## src/rtl/row_scan_shifter.sv

```systemverilog
module row_scan_shifter #(
  parameter int WIDTH = 240
) (
  input  logic             scan_clk,
  input  logic             rst_n,
  input  logic             dual_mode,
  input  logic             shift_right,
  input  logic             mid_in,
  input  logic             eio1_in,
  output logic             eio1_out,
  output logic             eio1_oe,
  input  logic             eio2_in,
  output logic             eio2_out,
  output logic             eio2_oe,
  output logic [WIDTH-1:0] rows
);
  localparam int HALF = WIDTH / 2;

  logic [WIDTH-1:0] nxt;

  always_comb begin
    if (shift_right) begin
      nxt       = {rows[WIDTH-2:0], eio1_in};
      nxt[HALF] = dual_mode ? mid_in : rows[HALF-1];
    end else begin
      nxt         = {eio2_in, rows[WIDTH-1:1]};
      nxt[HALF-1] = dual_mode ? mid_in : rows[HALF];
    end
  end

  always_ff @(negedge scan_clk or negedge rst_n)
    if (!rst_n) rows <= '0;
    else        rows <= nxt;

  assign eio2_oe  = shift_right;
  assign eio1_oe  = !shift_right;
  assign eio2_out = shift_right & rows[WIDTH-1];
  assign eio1_out = !shift_right & rows[0];
endmodule

```

## config.mk

```make
export PLATFORM = sky130hd
export DESIGN_NAME = row_scan_shifter
export DESIGN_NICKNAME = d
export VERILOG_FILES = /design/src/rtl/row_scan_shifter.sv
export SDC_FILE = /design/constraint.sdc
export NUM_CORES = 1
export LEC_CHECK = 0
export ABC_AREA = 1
export BUFFER_PORTS_ARGS = -buffer_cell sky130_fd_sc_hd__buf_4
export CAP_MARGIN = 5
export CORE_ASPECT_RATIO = 2
export CORE_MARGIN = 8
export CORE_UTILIZATION = 47
export DETAILED_ROUTE_END_ITERATION = 10
export PLACE_DENSITY_LB_ADDON = 0.08
export SYNTH_ARGS = -nofsm -noshare
export SYNTH_HDL_FRONTEND = slang
export SYNTH_SLANG_ARGS = --single-unit
```

## constraint.sdc

```tcl
create_clock -name scan_clk -period 0.8 [get_ports scan_clk]
set_input_delay 0 -clock scan_clk [delete_from_list [all_inputs] [get_ports scan_clk]]
set_output_delay 0 -clock scan_clk [all_outputs]
set_load 0.01 [all_outputs]
```

# ---- Word level (Yosys, flattened, before mapping)
# Index checks and enable logic that the tools add are counted.
dict set report classes {
  n_bitwise 2
  muxes 3
  n_reduce_logical 1
}
# op n
set op_table {}
lappend op_table {{$mux W240} 1}
lappend op_table {{$and A1 B1 Y1} 2}
lappend op_table {{$mux W1} 2}
lappend op_table {{$logic_not A1 Y1} 1}
dict set report word_totals {
  out_inout_bits 244
  register_bits 240
  input_bits 7
  elab_cells 7
}

# ---- Logic depth before layout (Yosys ltp)
# Gate-level depths: netlist of run 1.
dict set report depth {
  word_depth 2
  ltp_mapped 7
  mapped_depth_nobuf 5
}

==> results.yml, run 1 <==
global_routing:
  grt_pass1_vias: 8621
  grt_pass1_wl_um: 43640
  grt_overflow: 0
  grt_usage_pct: 21.95
  grt_max_degree: 41
  antenna_found_initial: 0
cells_and_area:
  layout-drive-gt1-share_pct: 57.28
  mostFrequentLayoutCell: "buf_6"
  regMostFlops: "rows"
  final_cells: 1629
  largest_reg_flops: 240
  largestRegisters: "rows (240)"
  nets: 1359
  area_delta_synth_final_pct: 64.19
  fin_util_pct: 78.24
  antenna_cells: 0
  final_cell_mix: "buf_6 (298), dfrtn_1 (240), buf_4 (154)"
setup_path:
  cp.required_ns: 0.80
  path_class: "reg -> out"
  cp.arrival_ns: 1.59
  start_kind: "register"
  r2r-start: "rows[181]"
  crit_start: "rows[239]"
  path_max_fanout: 3
  end_kind: "output pin"
  reg2reg_slack_ns: -0.17
  rr_endpoint: "rows[182]"
  crit_path_end: "eio2_out"
  reg2regPathDepth: 5
floorplanning:
  pin_count: 251
  dieWidth_um: 116.0
  initial_core_util_pct: 47.65
  dieArea_mm2: 0.02506
  core_mm2: 0.01973
  die_height_um: 216.0
  rows: 73
logic_synthesis:
  synth_area_mm2: 0.009402
  synth_top_cell_by_area: "dfrtn_1"
  synth_top_area_share_pct: 63.88
  synth.ff_latch_count: 240
  yosysWarnings: 0
  synthCells: 906
  synth_area_leaders: "dfrtn_1 (64%), nand2_1 (7.3%), o21ai_2 (6.5%)"
  seq_area_frac_synth_pct: 63.88
  synth_cell_types: 15
  synth.avg_cell_area_um2: 10.38
  synth_fp_nets: 913
placed_design:
  dp_hpwl_um: 19620
  globalplace.congestion: 0.8200
  dpl.cell_count: 1530
  place.port_buffers: 250
  pre_cts_ws_ns: -0.4402
timing:
  grt_setup_unrepaired: "true"
  fin_ws_ns: -0.7922
  slew_headroom_pct: 82.84
  tightestPinTransition_ns: 0.2547
  hold_violations: 1
  finalSetupViolations: 281
  drv_slew: 0
  whs_ns: -0.001887
  clock_skew_ns: 0.006468
power:
  p_total_mw: 39.50
  powerDensity_mw_per_mm2: 2559
  power.leakage_nw: 7.619
  vdd_drop_max_uv: 1988
routing:
  route.antenna.remaining_nets: 0
  wire_per_inst_um: 17.65
  firstDrtPassIters: 6
  vias: 7917
  drc_errors: 0
  wl_um: 28750
  drt-initial-drc-count: 277
  routed_via_density: 4.860
cts:
  htree_levels: 1
  holdBufCountCts: 1
  clockBufferDepth: 3
  cts_tree: "built"
  clk_pin_slew_ns: 0.05
  cts_buffers: 21
  cts.sinks: 240
  clk_latency_ns: 0.51
  root_buffer: "clkbuf_16"
hold_path:
  min_path_type: "in -> reg"
outcome:
  violations: "hold timing, setup timing"
  status: "finished with violations"
run:
  maxCapViolations: 0
layer usage:
layer / track usage, % / wire [um] / vias up / share of wire, %
met4: 9.055 / 1185 / 0 / 4.1
li1: - / - / 3743 / -
met2: 40.72 / 15910 / 236 / 55
met5: 0 / 0 / - / 0
met3: 5.846 / 1904 / 60 / 6.6
met1: 22.05 / 9751 / 3878 / 34
synth_stat cells, drive strengths merged:
cell type and n:
o21ai 237, clkbuf 18, inv 122, buf 36, nand2 252, nor2 1
dfrtn 240
what timing repair did:
action	in CTS	in global routing
pin swaps	3	6
gates resized for setup	220	322
setup endpoints to repair	257	464
hold endpoints to repair	242	1
buffers inserted	65	62
stage by stage:
| step | instance area, um2 | setup TNS [ns] |
|---|---|---|
| floorplan | 9460 | -95.28 |
| global placement | 12800 | -112.21 |
| detailed placement | 12800 | -115.44 |
| CTS | 14700 | -166.08 |
| global route | 15440 | -173.78 |
| finish | 15440 | -163.97 |
where the power goes:
part / internal, mW / switching [mW] / leakage (nW)
registers: 14.3 / 1.70 / 3.17
clock network: 6.29 / 4.53 / 0.371
logic: 7.10 / 5.58 / 4.08
total: 27.7 / 11.8 / 7.62
logic make-up after synthesis:
family | after synthesis | share of synthesized area [%]
buffers and inverters | 176 | 8.744
flip-flops | 240 | 63.88
AO/OA/AOI/OAI | 237 | 15.41
AND/OR/NAND/NOR | 253 | 11.96
critical path, cell delays in order, from the launching register on:
cell	delay, ns
dfrtn_1	0.46
nand2_1	0.08
inv_2	0.06
buf_6	0.09
final cells by class:
cell class                 instances  area [um2]
sequential                       240        6006
timing repair buffer             477        4997
fill                            1288        4293
multi-input combinational        490        2877
clock buffer                      27       598.1
inverter                         122       493.0
tap                              262       327.8
clock inverter                    11       137.6
how the worst min path moves through the flow:
stage                 start        end  slack (ns)  cells after the start
finish              eio1_in    rows[0]      -0.002                      3
global route        eio1_in    rows[0]       0.004                      3
CTS                 eio1_in    rows[0]       -0.03                      3
detailed placement    rst_n  rows[196]        0.14                      1
global placement      rst_n  rows[195]        0.14                      1
floorplan             rst_n    rows[0]      -0.004                      0
Power figures use the tool's default switching activity.
==> run 2, diff against run 1 <==
- RECOVER_POWER: default -> 25
==> run 2 against run 1 <==
Global-route usage did not move. Cell area decreased by 0.19%. Register-to-register slack hardly changed. Sequential cell count unchanged. Cell count is the same. Critical endpoint is now eio1_out. The flow still finishes with violations (hold timing, setup timing). Non-clock buffer count is the same. Critical path depth unchanged. First-iteration DRC count rose by 2.9%. Power about the same. Largest cell class unchanged. Sequential power hardly changed. Utilization shrank 0.15 points. Routed wire length is essentially flat.
==> results.yml, run 2 (synthesized netlist as in run 1, its figures left out) <==
outcome:
  status: "finished with violations"
  violations: "hold timing, setup timing"
timing:
  slew_headroom_pct: 71.27
  grt_setup_unrepaired: "true"
  tightestPinTransition_ns: 0.4309
  whs_ns: -0.006897
  drv_slew: 0
  hold_violations: 1
  finalSetupViolations: 543
  fin_ws_ns: -0.7929
  clock_skew_ns: 0.006514
routing:
  route.antenna.remaining_nets: 0
  vias: 7929
  routed_via_density: 4.867
  drc_errors: 0
  drt-initial-drc-count: 285
  wire_per_inst_um: 17.65
  wl_um: 28760
  firstDrtPassIters: 4
cts:
  root_buffer: "clkbuf_16"
  cts_tree: "built"
  clk_latency_ns: 0.51
  cts.sinks: 240
  clk_pin_slew_ns: 0.05
  clockBufferDepth: 3
  htree_levels: 1
  cts_buffers: 21
  holdBufCountCts: 1
setup_path:
  path_max_fanout: 2
  path_class: "reg -> out"
  end_kind: "output pin"
  reg2regPathDepth: 5
  cp.arrival_ns: 1.59
  crit_path_end: "eio1_out"
  cp.required_ns: 0.80
  start_kind: "register"
  r2r-start: "rows[181]"
  rr_endpoint: "rows[182]"
  reg2reg_slack_ns: -0.17
  crit_start: "rows[0]"
power:
  p_int_mw: 27.68
  netSwitchingFraction_pct: 29.93
  p_comb_share_pct: 32.0
  p_switching_mw: 11.82
  vdd_drop_max_uv: 1988
  p_clk_share_pct: 27.4
  power.leakage_nw: 7.608
  power_frac_seq_pct: 40.5
  powerDensity_mw_per_mm2: 2564
floorplanning:
  pin_count: 251
  dieWidth_um: 116.0
  rows: 73
  dieArea_mm2: 0.02506
  core_mm2: 0.01973
  initial_core_util_pct: 47.65
  die_height_um: 216.0
placed_design:
  globalplace.congestion: 0.8200
  pre_cts_ws_ns: -0.4402
  dp_hpwl_um: 19620
  place.port_buffers: 250
cells_and_area:
  nets: 1359
  largest_reg_flops: 240
  regMostFlops: "rows"
  regArea_mm2: 0.006006
  fillCellCount: 1292
  largestRegisters: "rows (240)"
  layout-drive-gt1-share_pct: 57.28
  final_cell_mix: "buf_6 (298), dfrtn_1 (240), buf_4 (154)"
  mostFrequentLayoutCell: "buf_6"
  area_delta_synth_final_pct: 63.87
  multi_input_area_mm2: 0.002877
  antenna_cells: 0
global_routing:
  grt_pass1_wl_um: 43640
  grt_pass1_vias: 8621
  grt_max_degree: 41
  grt_usage_pct: 21.95
  grt_overflow: 0
  antenna_found_initial: 0
hold_path:
  min_path_type: "in -> reg"
run:
  maxCapViolations: 0
## run 2: cell count changes in the layout (fill, tap and decap cells not counted), sizes merged
cell and delta:
buf -2, clkbuf +2, clkinv -1, inv +1
## run 2: what timing repair did
| action | 4_1_cts | 5_1_grt |
|---|---|---|
| hold endpoints to repair | 242 | 1 |
| endpoints found under the setup margin | 257 | 464 |
| resized for setup | 220 | 322 |
| setup buffers | 65 | 62 |
| pin swaps | 3 | 6 |
| gates cloned | 0 | 0 |
## run 2: cell type report
type	count	area share, %
Sequential cell	240	38.98
Clock inverter	11	0.8934
Timing Repair Buffer	477	32.29
Clock buffer	27	3.882
Multi-Input combinational cell	490	18.67
Tap cell	262	2.128
Inverter	122	3.151
## run 2: worst max-delay path: stages, from the launching register on
cell and delay, ns:
dfrtn_1 0.42, inv_2 0.05, nor2_2 0.08, buf_4 0.13
## run 2: routing by layer
layer  routed length, um  global-route usage [%]
met5                   0                       0
met4                1212                   9.055
met3                1880                   5.846
met2               15930                   40.72
met1                9733                   22.05
## run 2: power groups by stage
stage	clock network (mW)	registers, mW	logic, mW
4_1_cts	11.1	15.8	11.6
5_1_grt	11.5	16.2	13.6
2_1_floorplan	0	16.7	2.50
6_report	10.8	16.0	12.7
3_3_place_gp	0	15.8	9.72
3_5_place_dp	0	15.8	9.84
## run 2: worst min path at each step
stage                        from         to  slack, ns  depth (start not counted)
after global placement      rst_n  rows[195]       0.14                          1
after detailed placement    rst_n  rows[196]       0.14                          1
final                     eio1_in    rows[0]     -0.007                          3
after CTS                 eio1_in    rows[0]      -0.03                          3
after global routing      eio1_in    rows[0]      0.004                          3
after floorplan             rst_n    rows[0]     -0.004                          0
## run 2: metrics by stage
step | power, mW | util [%] | std cells | setup TNS [ns] | cell area, um2
CTS | 38.44 | 74.51 | 1631 | -166.08 | 14700
finish | 39.50 | 78.09 | 1629 | -173.66 | 15410
detailed placement | 25.61 | 64.89 | 1530 | -115.44 | 12800
global route | 41.24 | 78.09 | 1629 | -197.02 | 15410
global placement | 25.47 | 64.89 | 1530 | -112.21 | 12800
floorplan | 19.22 | - | 906 | -95.28 | 9460
==> run 3, diff against run 2 <==
- PLACE_DENSITY: default -> 0.75
- PLACE_DENSITY_LB_ADDON: 0.08 -> default
==> run 3 against run 2 <==
The run ends with setup timing left. Routed wire length increased by 14%. Worst setup slack got worse by 0.0069 ns. Sequential share of layout area decreased by 0.31 points. Sequential power about the same. Power decreased by 0.29%. Clock power decreased by 7%. Cell area increased by 0.80%. Global-route usage increased by 2.0 points. Critical path type unchanged. Largest power group unchanged. Highest routed layer unchanged.
==> results.yml, run 3 (synthesized netlist as in run 1, its figures left out) <==
cells_and_area:
  antenna_cells: 0
  nets: 1369
  fillCellCount: 1087
  mostFrequentLayoutCell: "buf_6"
  regMostFlops: "rows"
  fin_util_pct: 78.72
  final_cell_mix: "buf_6 (319), dfrtn_1 (240), buf_4 (143)"
  fin_area_mm2: 0.01553
  layout-drive-gt1-share_pct: 57.81
  largest_reg_flops: 240
  area_delta_synth_final_pct: 65.19
  largestRegisters: "rows (240)"
global_routing:
  antenna_found_initial: 0
  grt_pass1_wl_um: 46970
  grt_overflow: 0
  grt_usage_pct: 23.93
  grt_max_degree: 36
  grt_pass1_vias: 9014
floorplanning:
  die_height_um: 216.0
  core_mm2: 0.01973
  rows: 73
  initial_core_util_pct: 47.65
  dieArea_mm2: 0.02506
  pin_count: 251
  dieWidth_um: 116.0
routing:
  firstDrtPassIters: 5
  drc_errors: 0
  wl_um: 32840
  wire_per_inst_um: 20.04
  routed_via_density: 5.093
  drt-initial-drc-count: 370
  vias: 8348
  route.antenna.remaining_nets: 0
cts:
  htree_levels: 1
  clk_pin_slew_ns: 0.05
  cts.sinks: 240
  root_buffer: "clkbuf_16"
  cts_tree: "built"
  cts_buffers: 21
  clockBufferDepth: 3
  clk_latency_ns: 0.51
power:
  p_switching_mw: 12.41
  netSwitchingFraction_pct: 31.52
  vdd_drop_max_uv: 2106
  p_clk_share_pct: 25.4
  power_frac_seq_pct: 41.0
  p_total_mw: 39.39
  powerDensity_mw_per_mm2: 2536
  p_int_mw: 26.97
  p_comb_share_pct: 33.5
  power.leakage_nw: 7.634
timing:
  finalSetupViolations: 425
  clock_skew_ns: 0.006646
  tightestPinTransition_ns: 0.4069
  hold_violations: 0
  slew_headroom_pct: 72.88
  fin_ws_ns: -0.7998
  grt_setup_unrepaired: "true"
  drv_slew: 0
setup_path:
  cp_slowest_stage_delay_ns: 0.42
  slowest_stage: "dfrtn_1"
  cp.arrival_ns: 1.60
  path_cells: "inv_2 > nor2_2 > buf_4"
  cp.required_ns: 0.80
  end_kind: "output pin"
  start_kind: "register"
  path_max_fanout: 2
  path_class: "reg -> out"
placed_design:
  globalplace.congestion: 0.8406
  pre_cts_ws_ns: -0.4426
  dpl_cell_area_mm2: 0.01285
  dp_hpwl_um: 20130
  place.port_buffers: 250
outcome:
  status: "finished with violations"
  violations: "setup timing"
run:
  maxCapViolations: 0
hold_path:
  min_path_type: "in -> reg"
[run 3: through the flow]
stage,std cells,hold WS (ns),TNS [ns]
floorplan,906,-0.004159,-95.28
global placement,1536,0.1513,-117.07
detailed placement,1536,0.1507,-120.29
CTS,1637,-0.02878,-166.05
global route,1639,0.02412,-191.68
finish,1639,0.02496,-171.81
[run 3: cell type report]
type | count | area (um2) | share of cell area, %
sequential | 240 | 6006 | 38.67
timing repair buffer | 487 | 5144 | 33.12
multi-input combinational | 490 | 2874 | 18.51
clock buffer | 28 | 611.8 | 3.940
inverter | 122 | 503.0 | 3.239
tap | 262 | 327.8 | 2.111
clock inverter | 10 | 63.81 | 0.4109
[run 3: per-layer routing]
metal / vias up / routed length (um) / track usage [%]
met5: - / 0 / 0
met3: 130 / 1677 / 4.336
met4: 0 / 2306 / 14.85
li1: 3769 / - / -
met1: 4127 / 10900 / 24.24
met2: 322 / 17960 / 43.39
[run 3: repair_timing]
action                                  CTS  global route
resized for setup                       235           335
hold buffers                              1             0
hold endpoints to repair                242             0
buffers inserted                         66            71
pin swaps                                10             5
endpoints found under the setup margin  263           434
[run 3: path summary, 6_finish.rpt]
kind | start | end | slack [ns] | cells past startpoint
max | rows[0] | eio1_out | -0.80 | 3
min | eio1_in | rows[0] | 0.02 | 3
max reg2reg | rows[120] | rows[119] | -0.18 | 6
min reg2reg | rows[210] | rows[211] | 0.50 | 2
max in group asynchronous | rst_n | rows[52] | -0.05 | 3
min in group asynchronous | rst_n | rows[38] | 0.29 | 2
[run 3: worst max-delay path: cells and delay by family, from the launching register on]
family | cells | cell delay [ns]
simple gates | 1 | 0.08
flops | 1 | 0.42
buf+inv | 2 | 0.19
[run 3: power groups by stage]
stage	Combinational [mW]	Sequential, mW	Clock (mW)
2_1_floorplan	2.50	16.7	0
3_3_place_gp	9.64	15.8	0
3_5_place_dp	9.86	15.8	0
4_1_cts	11.7	15.8	10.1
5_1_grt	14.0	16.3	10.6
6_report	13.2	16.2	10.0
